==> src/rtl/pmic_i2c_pkg.sv <==
package pmic_i2c_pkg;
    typedef enum logic [2:0] {
        ST_IDLE, ST_ADDR, ST_PTR, ST_DATA, ST_ACK, ST_TX, ST_MACK
    } bus_st_e;

    typedef enum logic [1:0] {AK_ADDR, AK_PTR, AK_DATA} ack_e;

    localparam logic [7:0] PTR_ID      = 8'h00;
    localparam logic [7:0] PTR_SCRATCH = 8'h01;
    localparam logic [7:0] PTR_VIDMAX  = 8'h02;
    localparam logic [7:0] PTR_STATUS  = 8'h04;
    localparam logic [7:0] PTR_CFG     = 8'h05;
    localparam logic [7:0] PTR_SLEW    = 8'h06;
    localparam logic [7:0] PTR_VID     = 8'h07;

    localparam logic [7:0] ID_CODE  = 8'h03;
    localparam logic [7:0] CFG_KEEP = 8'h8F;
endpackage

==> src/rtl/i2c_glitch_filter.sv <==
module i2c_glitch_filter #(
    parameter int SYNC_STAGES = 2,
    parameter int VOTE_LEN    = 3
) (
    input  logic clk,
    input  logic rst_n,
    input  logic din,
    output logic dout
);
    typedef struct packed {
        logic [SYNC_STAGES-1:0] sync;
        logic [VOTE_LEN-1:0]    hist;
        logic                   clean;
    } flt_s;

    flt_s q, d;

    always_comb begin
        d = q;
        d.sync = {q.sync[SYNC_STAGES-2:0], din};
        d.hist = {q.hist[VOTE_LEN-2:0], q.sync[SYNC_STAGES-1]};
        if (&q.hist)
            d.clean = 1'b1;
        else if (~|q.hist)
            d.clean = 1'b0;
    end

    always_ff @(posedge clk or negedge rst_n) begin
        if (!rst_n) q <= '1;
        else        q <= d;
    end

    assign dout = q.clean;
endmodule

==> src/rtl/i2c_pair_engine.sv <==
module i2c_pair_engine
    import pmic_i2c_pkg::*;
#(
    parameter logic [3:0] ADDR_HI  = 4'b0111,
    parameter logic [1:0] ADDR_MID = 2'b00
) (
    input  logic       clk,
    input  logic       rst_n,
    input  logic       scl,
    input  logic       sda,
    input  logic       addr_sel,
    input  logic [7:0] rd_data,
    output logic       sda_oe,
    output logic [7:0] ptr,
    output logic       wr_en,
    output logic [7:0] wr_data,
    output logic       rd_strobe
);
    localparam logic [6:0] OWN_HI = {ADDR_HI, ADDR_MID};

    typedef struct packed {
        bus_st_e    st;
        ack_e       kind;
        logic [3:0] cnt;
        logic [7:0] sh;
        logic [7:0] ptr;
        logic       rw;
        logic       oe;
        logic       spulse;
        logic       scl_p;
        logic       sda_p;
        logic       we;
        logic       re;
    } eng_s;

    eng_s q, d;
    logic rise, fall, start, stop;

    always_comb begin
        rise  = scl & ~q.scl_p;
        fall  = ~scl & q.scl_p;
        start = scl & q.scl_p & q.sda_p & ~sda;
        stop  = scl & q.scl_p & ~q.sda_p & sda;

        d = q;
        d.scl_p = scl;
        d.sda_p = sda;
        d.we = 1'b0;
        d.re = 1'b0;
        if (fall) d.spulse = 1'b0;

        if (start) begin
            d.st = ST_ADDR;
            d.cnt = 4'd0;
            d.oe = 1'b0;
            d.spulse = 1'b1;
        end else if (stop && !q.spulse) begin
            d.st = ST_IDLE;
            d.oe = 1'b0;
        end else begin
            unique case (q.st)
                ST_ADDR, ST_PTR, ST_DATA: begin
                    if (rise) begin
                        d.sh = {q.sh[6:0], sda};
                        d.cnt = q.cnt + 4'd1;
                    end else if (fall && q.cnt == 4'd8) begin
                        d.cnt = 4'd0;
                        d.oe = 1'b1;
                        d.st = ST_ACK;
                        if (q.st == ST_ADDR) begin
                            d.kind = AK_ADDR;
                            d.rw = q.sh[0];
                            if (q.sh[7:1] != {OWN_HI, addr_sel} || q.sh == 8'h00) begin
                                d.oe = 1'b0;
                                d.st = ST_IDLE;
                            end
                        end else if (q.st == ST_PTR) begin
                            d.kind = AK_PTR;
                            d.ptr = q.sh;
                        end else begin
                            d.kind = AK_DATA;
                        end
                    end
                end
                ST_ACK: begin
                    if (fall) begin
                        d.oe = 1'b0;
                        unique case (q.kind)
                            AK_ADDR: begin
                                if (q.rw) begin
                                    d.st = ST_TX;
                                    d.sh = rd_data;
                                    d.oe = ~rd_data[7];
                                    d.cnt = 4'd1;
                                    d.re = 1'b1;
                                end else begin
                                    d.st = ST_PTR;
                                end
                            end
                            AK_PTR: d.st = ST_DATA;
                            default: begin
                                d.st = ST_PTR;
                                d.we = 1'b1;
                            end
                        endcase
                    end
                end
                ST_TX: begin
                    if (fall) begin
                        if (q.cnt == 4'd8) begin
                            d.oe = 1'b0;
                            d.st = ST_MACK;
                        end else begin
                            d.sh = {q.sh[6:0], 1'b0};
                            d.oe = ~q.sh[6];
                            d.cnt = q.cnt + 4'd1;
                        end
                    end
                end
                ST_MACK: if (rise) d.st = ST_IDLE;
                default: ;
            endcase
        end
    end

    always_ff @(posedge clk or negedge rst_n) begin
        if (!rst_n) begin
            q <= '0;
            q.st <= ST_IDLE;
            q.kind <= AK_ADDR;
            q.scl_p <= 1'b1;
            q.sda_p <= 1'b1;
        end else begin
            q <= d;
        end
    end

    assign sda_oe    = q.oe;
    assign ptr       = q.ptr;
    assign wr_en     = q.we;
    assign wr_data   = q.sh;
    assign rd_strobe = q.re;
endmodule

==> src/rtl/pmic_reg_bank.sv <==
module pmic_reg_bank
    import pmic_i2c_pkg::*;
#(
    parameter logic [6:0] VIDMAX_RST = 7'h4E,
    parameter logic [7:0] CFG_RST    = 8'h08,
    parameter logic [3:0] SLEW_RST   = 4'h2,
    parameter logic [6:0] VID_RST    = 7'h2E
) (
    input  logic       clk,
    input  logic       rst_n,
    input  logic [7:0] ptr,
    input  logic       wr_en,
    input  logic [7:0] wr_data,
    input  logic       rd_strobe,
    input  logic       thermal_evt,
    input  logic       ocp_evt,
    input  logic       uv_now,
    input  logic       ov_now,
    output logic [7:0] rd_data,
    output logic [7:0] status_o,
    output logic [6:0] vidmax_o,
    output logic [7:0] cfg_o,
    output logic [3:0] slew_o,
    output logic [6:0] vid_o
);
    typedef struct packed {
        logic [7:0] scratch;
        logic [6:0] vidmax;
        logic [7:0] cfg;
        logic [3:0] slew;
        logic [6:0] vid;
        logic       hot;
        logic       oc;
    } rb_s;

    rb_s q, d;
    logic vmerr;

    always_comb begin
        d = q;
        if (wr_en) begin
            unique case (ptr)
                PTR_SCRATCH: d.scratch = wr_data;
                PTR_VIDMAX:  d.vidmax  = wr_data[6:0];
                PTR_CFG:     d.cfg     = wr_data & CFG_KEEP;
                PTR_SLEW:    d.slew    = wr_data[3:0];
                PTR_VID:     d.vid     = wr_data[6:0];
                default: ;
            endcase
        end
        if (rd_strobe && ptr == PTR_STATUS) begin
            d.hot = 1'b0;
            d.oc  = 1'b0;
        end
        if (thermal_evt) d.hot = 1'b1;
        if (ocp_evt)     d.oc  = 1'b1;
    end

    always_ff @(posedge clk or negedge rst_n) begin
        if (!rst_n) begin
            q.scratch <= 8'h00;
            q.vidmax  <= VIDMAX_RST;
            q.cfg     <= CFG_RST & CFG_KEEP;
            q.slew    <= SLEW_RST;
            q.vid     <= VID_RST;
            q.hot     <= 1'b0;
            q.oc      <= 1'b0;
        end else begin
            q <= d;
        end
    end

    always_comb begin
        vmerr = q.vid > q.vidmax;
        status_o = {2'b00, q.hot, uv_now, ov_now, q.oc, vmerr, 1'b0};
        unique case (ptr)
            PTR_ID:      rd_data = ID_CODE;
            PTR_SCRATCH: rd_data = q.scratch;
            PTR_VIDMAX:  rd_data = {1'b0, q.vidmax};
            PTR_STATUS:  rd_data = status_o;
            PTR_CFG:     rd_data = q.cfg;
            PTR_SLEW:    rd_data = {4'h0, q.slew};
            PTR_VID:     rd_data = {1'b0, q.vid};
            default:     rd_data = 8'h00;
        endcase
    end

    assign vidmax_o = q.vidmax;
    assign cfg_o    = q.cfg;
    assign slew_o   = q.slew;
    assign vid_o    = q.vid;
endmodule

==> src/rtl/pmic_i2c_regs.sv <==
module pmic_i2c_regs #(
    parameter logic [1:0] ADDR_MID    = 2'b00,
    parameter int          SYNC_STAGES = 2,
    parameter int          VOTE_LEN    = 3,
    parameter logic [6:0]  VIDMAX_RST  = 7'h4E,
    parameter logic [7:0]  CFG_RST     = 8'h08,
    parameter logic [3:0]  SLEW_RST    = 4'h2,
    parameter logic [6:0]  VID_RST     = 7'h2E
) (
    input  logic       clk,
    input  logic       rst_n,
    input  logic       scl_i,
    input  logic       sda_i,
    input  logic       addr_sel,
    output logic       sda_oe,
    input  logic       thermal_evt,
    input  logic       ocp_evt,
    input  logic       uv_now,
    input  logic       ov_now,
    output logic [6:0] vidmax_o,
    output logic [7:0] cfg_o,
    output logic [3:0] slew_o,
    output logic [6:0] vid_o
);
    localparam int NLINES = 2;

    logic [NLINES-1:0] pad_raw, pad_clean;
    logic       scl_c, sda_c;
    logic [7:0] eng_ptr, eng_wdata, bank_rdata, stat_vec;
    logic       eng_we, eng_re;

    assign pad_raw = {scl_i, sda_i};

    for (genvar g = 0; g < NLINES; g++) begin : g_flt
        i2c_glitch_filter #(
            .SYNC_STAGES(SYNC_STAGES),
            .VOTE_LEN   (VOTE_LEN)
        ) u_flt (
            .clk (clk),
            .rst_n(rst_n),
            .din (pad_raw[g]),
            .dout(pad_clean[g])
        );
    end

    assign scl_c = pad_clean[1];
    assign sda_c = pad_clean[0];

    i2c_pair_engine #(
        .ADDR_MID(ADDR_MID)
    ) u_eng (
        .clk      (clk),
        .rst_n    (rst_n),
        .scl      (scl_c),
        .sda      (sda_c),
        .addr_sel (addr_sel),
        .rd_data  (bank_rdata),
        .sda_oe   (sda_oe),
        .ptr      (eng_ptr),
        .wr_en    (eng_we),
        .wr_data  (eng_wdata),
        .rd_strobe(eng_re)
    );

    pmic_reg_bank #(
        .VIDMAX_RST(VIDMAX_RST),
        .CFG_RST   (CFG_RST),
        .SLEW_RST  (SLEW_RST),
        .VID_RST   (VID_RST)
    ) u_bank (
        .clk        (clk),
        .rst_n      (rst_n),
        .ptr        (eng_ptr),
        .wr_en      (eng_we),
        .wr_data    (eng_wdata),
        .rd_strobe  (eng_re),
        .thermal_evt(thermal_evt),
        .ocp_evt    (ocp_evt),
        .uv_now     (uv_now),
        .ov_now     (ov_now),
        .rd_data    (bank_rdata),
        .status_o   (stat_vec),
        .vidmax_o   (vidmax_o),
        .cfg_o      (cfg_o),
        .slew_o     (slew_o),
        .vid_o      (vid_o)
    );
endmodule

==> config.mk <==
export PLATFORM = sky130hd
export DESIGN_NAME = pmic_i2c_regs
export DESIGN_NICKNAME = d
export VERILOG_FILES = /design/src/rtl/pmic_i2c_pkg.sv /design/src/rtl/i2c_glitch_filter.sv /design/src/rtl/i2c_pair_engine.sv /design/src/rtl/pmic_reg_bank.sv /design/src/rtl/pmic_i2c_regs.sv
export SDC_FILE = /design/constraint.sdc
export NUM_CORES = 1
export LEC_CHECK = 0
export BUFFER_PORTS_ARGS = -buffer_cell sky130_fd_sc_hd__buf_2
export CORE_ASPECT_RATIO = 0.9
export CORE_UTILIZATION = 55
export CTS_CLUSTER_SIZE = 30
export DETAILED_ROUTE_END_ITERATION = 16
export GPL_TIMING_DRIVEN = 0
export PLACE_DENSITY = 0.74
export SLEW_MARGIN = 30
export SYNTH_ARGS = -nofsm -noshare
export SYNTH_HDL_FRONTEND = slang
export SYNTH_HIERARCHICAL = 1
export SYNTH_SLANG_ARGS = --single-unit
export TNS_END_PERCENT = 1
==> constraint.sdc <==
create_clock -name clk -period 4.93 [get_ports clk]
set_input_delay 0.493 -clock clk [delete_from_list [all_inputs] [get_ports clk]]
set_output_delay 0.493 -clock clk [all_outputs]
set_load 0.05 [all_outputs]
; Word-level counts from Yosys, hierarchy flattened
; Index checks and enable logic that the tools add are counted.
[classes]
n_mux = 57
n_reduce_logical = 33
n_addsub = 1
eq_ne = 36
n_lt_le_gt_ge = 1
bitwise = 17
[op_table]
columns = operator, count
row1 = 12-bit 2-to-1 mux, 5
row2 = 8-bit one-hot mux with 7 select lines, 1
row3 = 12-bit one-hot mux with 3 select lines, 1
row4 = 8-bit by 3-bit == test with 1-bit output (second input constant), 4
row5 = 3-bit 2-to-1 mux, 9
row6 = 8-bit 2-to-1 mux, 3
row7 = 4-bit by 1-bit != test with 1-bit output (second input constant), 6
row8 = 21-bit 2-to-1 mux, 1
row9 = 10-bit 2-to-1 mux, 2
row10 = 1-bit 2-to-1 mux, 19
row11 = 9-bit 2-to-1 mux, 2
row12 = 8-bit zero test, 2
row13 = 2-bit 2-to-1 mux, 8
row14 = 2-bit by 1-bit != test with 1-bit output (second input constant), 7
row15 = 7-bit AND reduction, 2
row16 = 3-bit one-hot mux with 4 select lines, 1
row17 = 1-bit inverter, 10
row18 = 2-bit AND reduction, 5
row19 = 5-bit AND reduction, 2
row20 = 3-bit == test (second input constant), 3
row21 = 3-bit by 1-bit != test with 1-bit output (second input constant), 3
row22 = 9-bit AND reduction, 1
row23 = 3-bit OR reduction, 3
row24 = 8-bit by 1-bit == test with 1-bit output (second input constant), 1
row25 = other kinds (29), 44
[word_totals]
regBits = 77
out_inout_bits = 27

; Longest topological paths before layout
[logic_depth]
depth_word = 9
mapped_depth = 10
ltp_nobuf = 8

; Cells and area by module
; The synthesis kept the hierarchy.
[modules_own_cells]
columns = mod, seq_area_each_um2, cells_per_inst, area_each_um2, instances
row1 = pmic_reg_bank, 838.3, 196, 2117.0, 1
row2 = i2c_pair_engine, 803.3, 187, 1895.6, 1
row3 = i2c_glitch_filter, 157.7, 10, 176.4, 2

; Least setup slack after synthesis
; Ideal clock, no wire load.
[synth_timing]
kind = reg2reg
from = register u_eng.q, in the netlist u_eng/ptr[4]
to = register u_eng.q, in the netlist u_eng/sda_oe
arrival_ns = 2.342
setup_time_ns = 0.124
required_time_ns = 4.806
path_slack_ns = 2.464
path_stages_with_launch = 10
cell_sequence = dfrtp_1 > buf_4 > or4_4 > or2_1 > buf_6 > nor3_1 > or3_1 > a21oi_1 > a311o_1 > a211o_1
[synth_via]
elab_chain_len = 9
elab_cells_between_ends = 15
cone_classes = eq/ne (6) / mux (7) / bitwise (1) / reduce/logical (1)
[synth_lines]
columns = item, line
row1 = from (decl), i2c_pair_engine.sv:36  ; eng_s q, d;
row2 = "8-bit by 3-bit == test with 1-bit output, or another cell as far along", pmic_reg_bank.sv:76  ; unique case (ptr)
row3 = 8-bit one-hot mux with 7 select lines *, pmic_reg_bank.sv:76
row4 = net bank_rdata[7], pmic_i2c_regs.sv:29  ; logic [7:0] eng_ptr, eng_wdata, bank_rdata, stat_vec;
row5 = 1-bit inverter *, i2c_pair_engine.sv:93  ; d.oe = ~rd_data[7];
row6 = 1-bit 2-to-1 mux *, i2c_pair_engine.sv:90  ; if (q.rw) begin
row7 = 1-bit 2-to-1 mux *, i2c_pair_engine.sv:88  ; unique case (q.kind)
row8 = 1-bit 2-to-1 mux *, i2c_pair_engine.sv:86  ; if (fall) begin
row9 = 1-bit one-hot mux with 3 select lines *, i2c_pair_engine.sv:61  ; unique case (q.st)
row10 = 1-bit 2-to-1 mux *, i2c_pair_engine.sv:57  ; end else if (stop && !q.spulse) begin
row11 = 1-bit 2-to-1 mux *, i2c_pair_engine.sv:52  ; if (start) begin
; The timed path passes the listed nets; every way through them passes the cells marked *. The select of a mux whose other input is x is not followed.
; A chain may end at the register's enable or synchronous reset.

; Final worst setup path
; Ends and elaborated chain as after synthesis.

==> reports/metrics.yaml <==
timing:
  hold_viol: 0
  fmax_ghz: 0.3725
  final_max_slew_viol_count: 0
  fin_crit_sh: 0.5446
  worst_pin_slew_ns: 0.6628
  setup_viol: 0
  rsz0062_at_grt: "no"
  slew_headroom: 0.5581
  setup_tns_ns: 0
  finClkSkew_ns: 0.01418
  period_needed_ns: 2.685
pwr:
  pwr_density_cell_mw_per_mm2: 300.5
  p_leak_uw: 0.002344
  ir_drop_mv: 0.1855
critical_path:
  path_buf_inv: 2
  endpoint_kind: "flip-flop"
  crit_path_max_fanout: 6
  crit_required_ns: 5.16
  critPathTopFamily: "simple AND/OR/NAND/NOR gates"
  arrival_ns: 2.91
  crit_type: "reg2reg"
  crit_chain: "buf_4 > or4_4 > or2_1 > buf_6 > nor3_1 > or3_1 > a21oi_1 > a311o_1 > a211o_1"
  cpMaxStageDelayCell: "or4_4"
  worstSetupStartpointType: "flip-flop"
  cpPeakStageDelay_ns: 0.57
routing:
  drtIter0Drc: 152
  avgViaCountPerCell: 5.544
  vias: 3005
  wl_per_cell_um: 15.85
  drtAntennaViolNets: 0
  drt_pass1_iterations: 4
  route.detailed.drc: 0
  drt_wl_total_um: 8589
flow_run:
  max-cap-violations: 0
clock_network:
  cts-root-buf: "clkbuf_8"
  numCtsBuffers: 9
  clock_path_buffers: 2
  cts_tree: "built"
  htreeDepth: 3
  cts_sinks: 77
  hold_buffers: 0
  insertion_delay_ns: 0.35
  cts_resized: 0
  post-cts-setup-buffers: 0
  clkTransAtPathRegs_ns: 0.09
worst_hold_path:
  min-delay-path-class: "in2async"
floorplanning:
  io_pins: 36
  die_w_um: 95.26
  placementRows: 30
  core-area_sq_mm: 0.007545
  die_h_um: 85.94
  die_area_sq_mm: 0.008186
  start_util: 0.5706
layout:
  drive_gt1_frac: 0.3834
  fin_nets: 459
  fillers: 628
  diodes: 0
  instances_no_fill: 542
  area_growth_pct: 11.57
place:
  gp_congestion: 0.8967
  port_buffers: 32
  placedCellCount: 526
  hpwl_um: 6182
global_routing:
  grt_max_degree: 53
  grt.total_usage: 0.2278
  antenna_found_initial: 0
  grt_pass1_wl_um: 14110
  grt_overflow: 0
  grt_pass1_vias: 2885
yosys:
  ys_warn_count: 6
  netlist_area_sq_mm: 0.004305
  syn_inst: 395
  avgSynthCellArea_sq_um: 10.90
run_status:
  outcome: "finished clean"
[per-stage QoR]
step	hold WS (ns)	instance area (sq um)	util	setup slack [ns]	total power (uW)
finish	0.04191	4803	0.6367	2.245	1444
global route	0.05091	4803	0.6367	2.094	1520
CTS	0.03992	4803	0.6367	2.223	1456
detailed placement	0.3468	4623	0.6128	2.255	1014
global placement	0.3463	4593	0.6088	2.233	997.2
floorplan	0.1974	4313	-	2.464	926.8
[state kept, by name, summed over array words and instances (netlist names)]
name	count
u_bank/vidmax_o	7
g_flt.u_flt/dout	2
u_bank/q	8
u_eng/q	13
u_bank/cfg_o	5
u_eng/sda_oe	1
u_bank/vid_o	7
u_eng/wr_en	1
u_eng/rd_strobe	1
u_bank/status_o	2
g_flt.u_flt/d	8
u_bank/slew_o	4
u_eng/wr_data	8
g_flt.u_flt/q	2
u_eng/ptr	8
[worst register-to-register path: stages (launching register included)]
cell	delay, ns
dfrtp_1	0.37
buf_4	0.13
or4_4	0.57
or2_1	0.24
buf_6	0.14
nor3_1	0.28
or3_1	0.16
a21oi_1	0.06
a311o_1	0.34
a211o_1	0.30
[power by group]
group / switching [uW] / total (uW) / internal [uW]
clock: 231 / 443 / 212
sequential: 60.3 / 746 / 686
combinational: 146 / 255 / 109
[area by class of cell]
type | instances | area [sq um] | area share
flip-flops and latches | 77 | 1957 | 0.4074
clock inverters | 4 | 23.77 | 0.004949
well taps | 96 | 120.1 | 0.02501
multi-input cells | 245 | 1879 | 0.3912
repair buffers | 33 | 190.2 | 0.03959
plain buffers | 59 | 416.7 | 0.08674
inverters | 16 | 60.06 | 0.01250
clock buffers | 12 | 156.4 | 0.03256
[routing by layer]
layer | global-route usage | share of wire
met4 | 0.08815 | 0.015
met2 | 0.3753 | 0.48
met5 | 0 | 0
met1 | 0.3040 | 0.47
met3 | 0.03191 | 0.032
[path summary, 6_finish.rpt]
path	startpoint	endpoint	slack, ns	depth (start not counted)
hold reg to reg	g_flt[1].u_flt/d[5]	g_flt[1].u_flt/d[1]	0.36	0
min in group clk	sda_i	g_flt[0].u_flt/d[5]	0.24	1
hold / removal	rst_n	u_bank/vid_o[0]	0.04	1
setup reg to reg	u_eng/ptr[4]	u_eng/sda_oe	2.25	9
setup / recovery	u_eng/ptr[4]	u_eng/sda_oe	2.25	9
max in group asynchronous	rst_n	u_eng/q[3]	4.24	2
[cell usage in the layout, fill, tap and decap left out, types with 6 or more instances in the layout]
| master | instances |
|---|---|
| mux2_1 | 10 |
| clkbuf_1 | 10 |
| a22o_1 | 6 |
| nand2b_1 | 7 |
| buf_4 | 44 |
| a21oi_1 | 18 |
| o21ai_0 | 8 |
| mux2i_1 | 15 |
| mux2_2 | 33 |
| o21ai_1 | 12 |
| buf_2 | 34 |
| dfrtp_1 | 53 |
| nand2_1 | 24 |
| nor2_1 | 12 |
| dfstp_2 | 24 |
| clkbuf_8 | 9 |
| inv_1 | 16 |
| ha_1 | 9 |
| nor3_1 | 8 |
(Power assumes the default switching activity.)
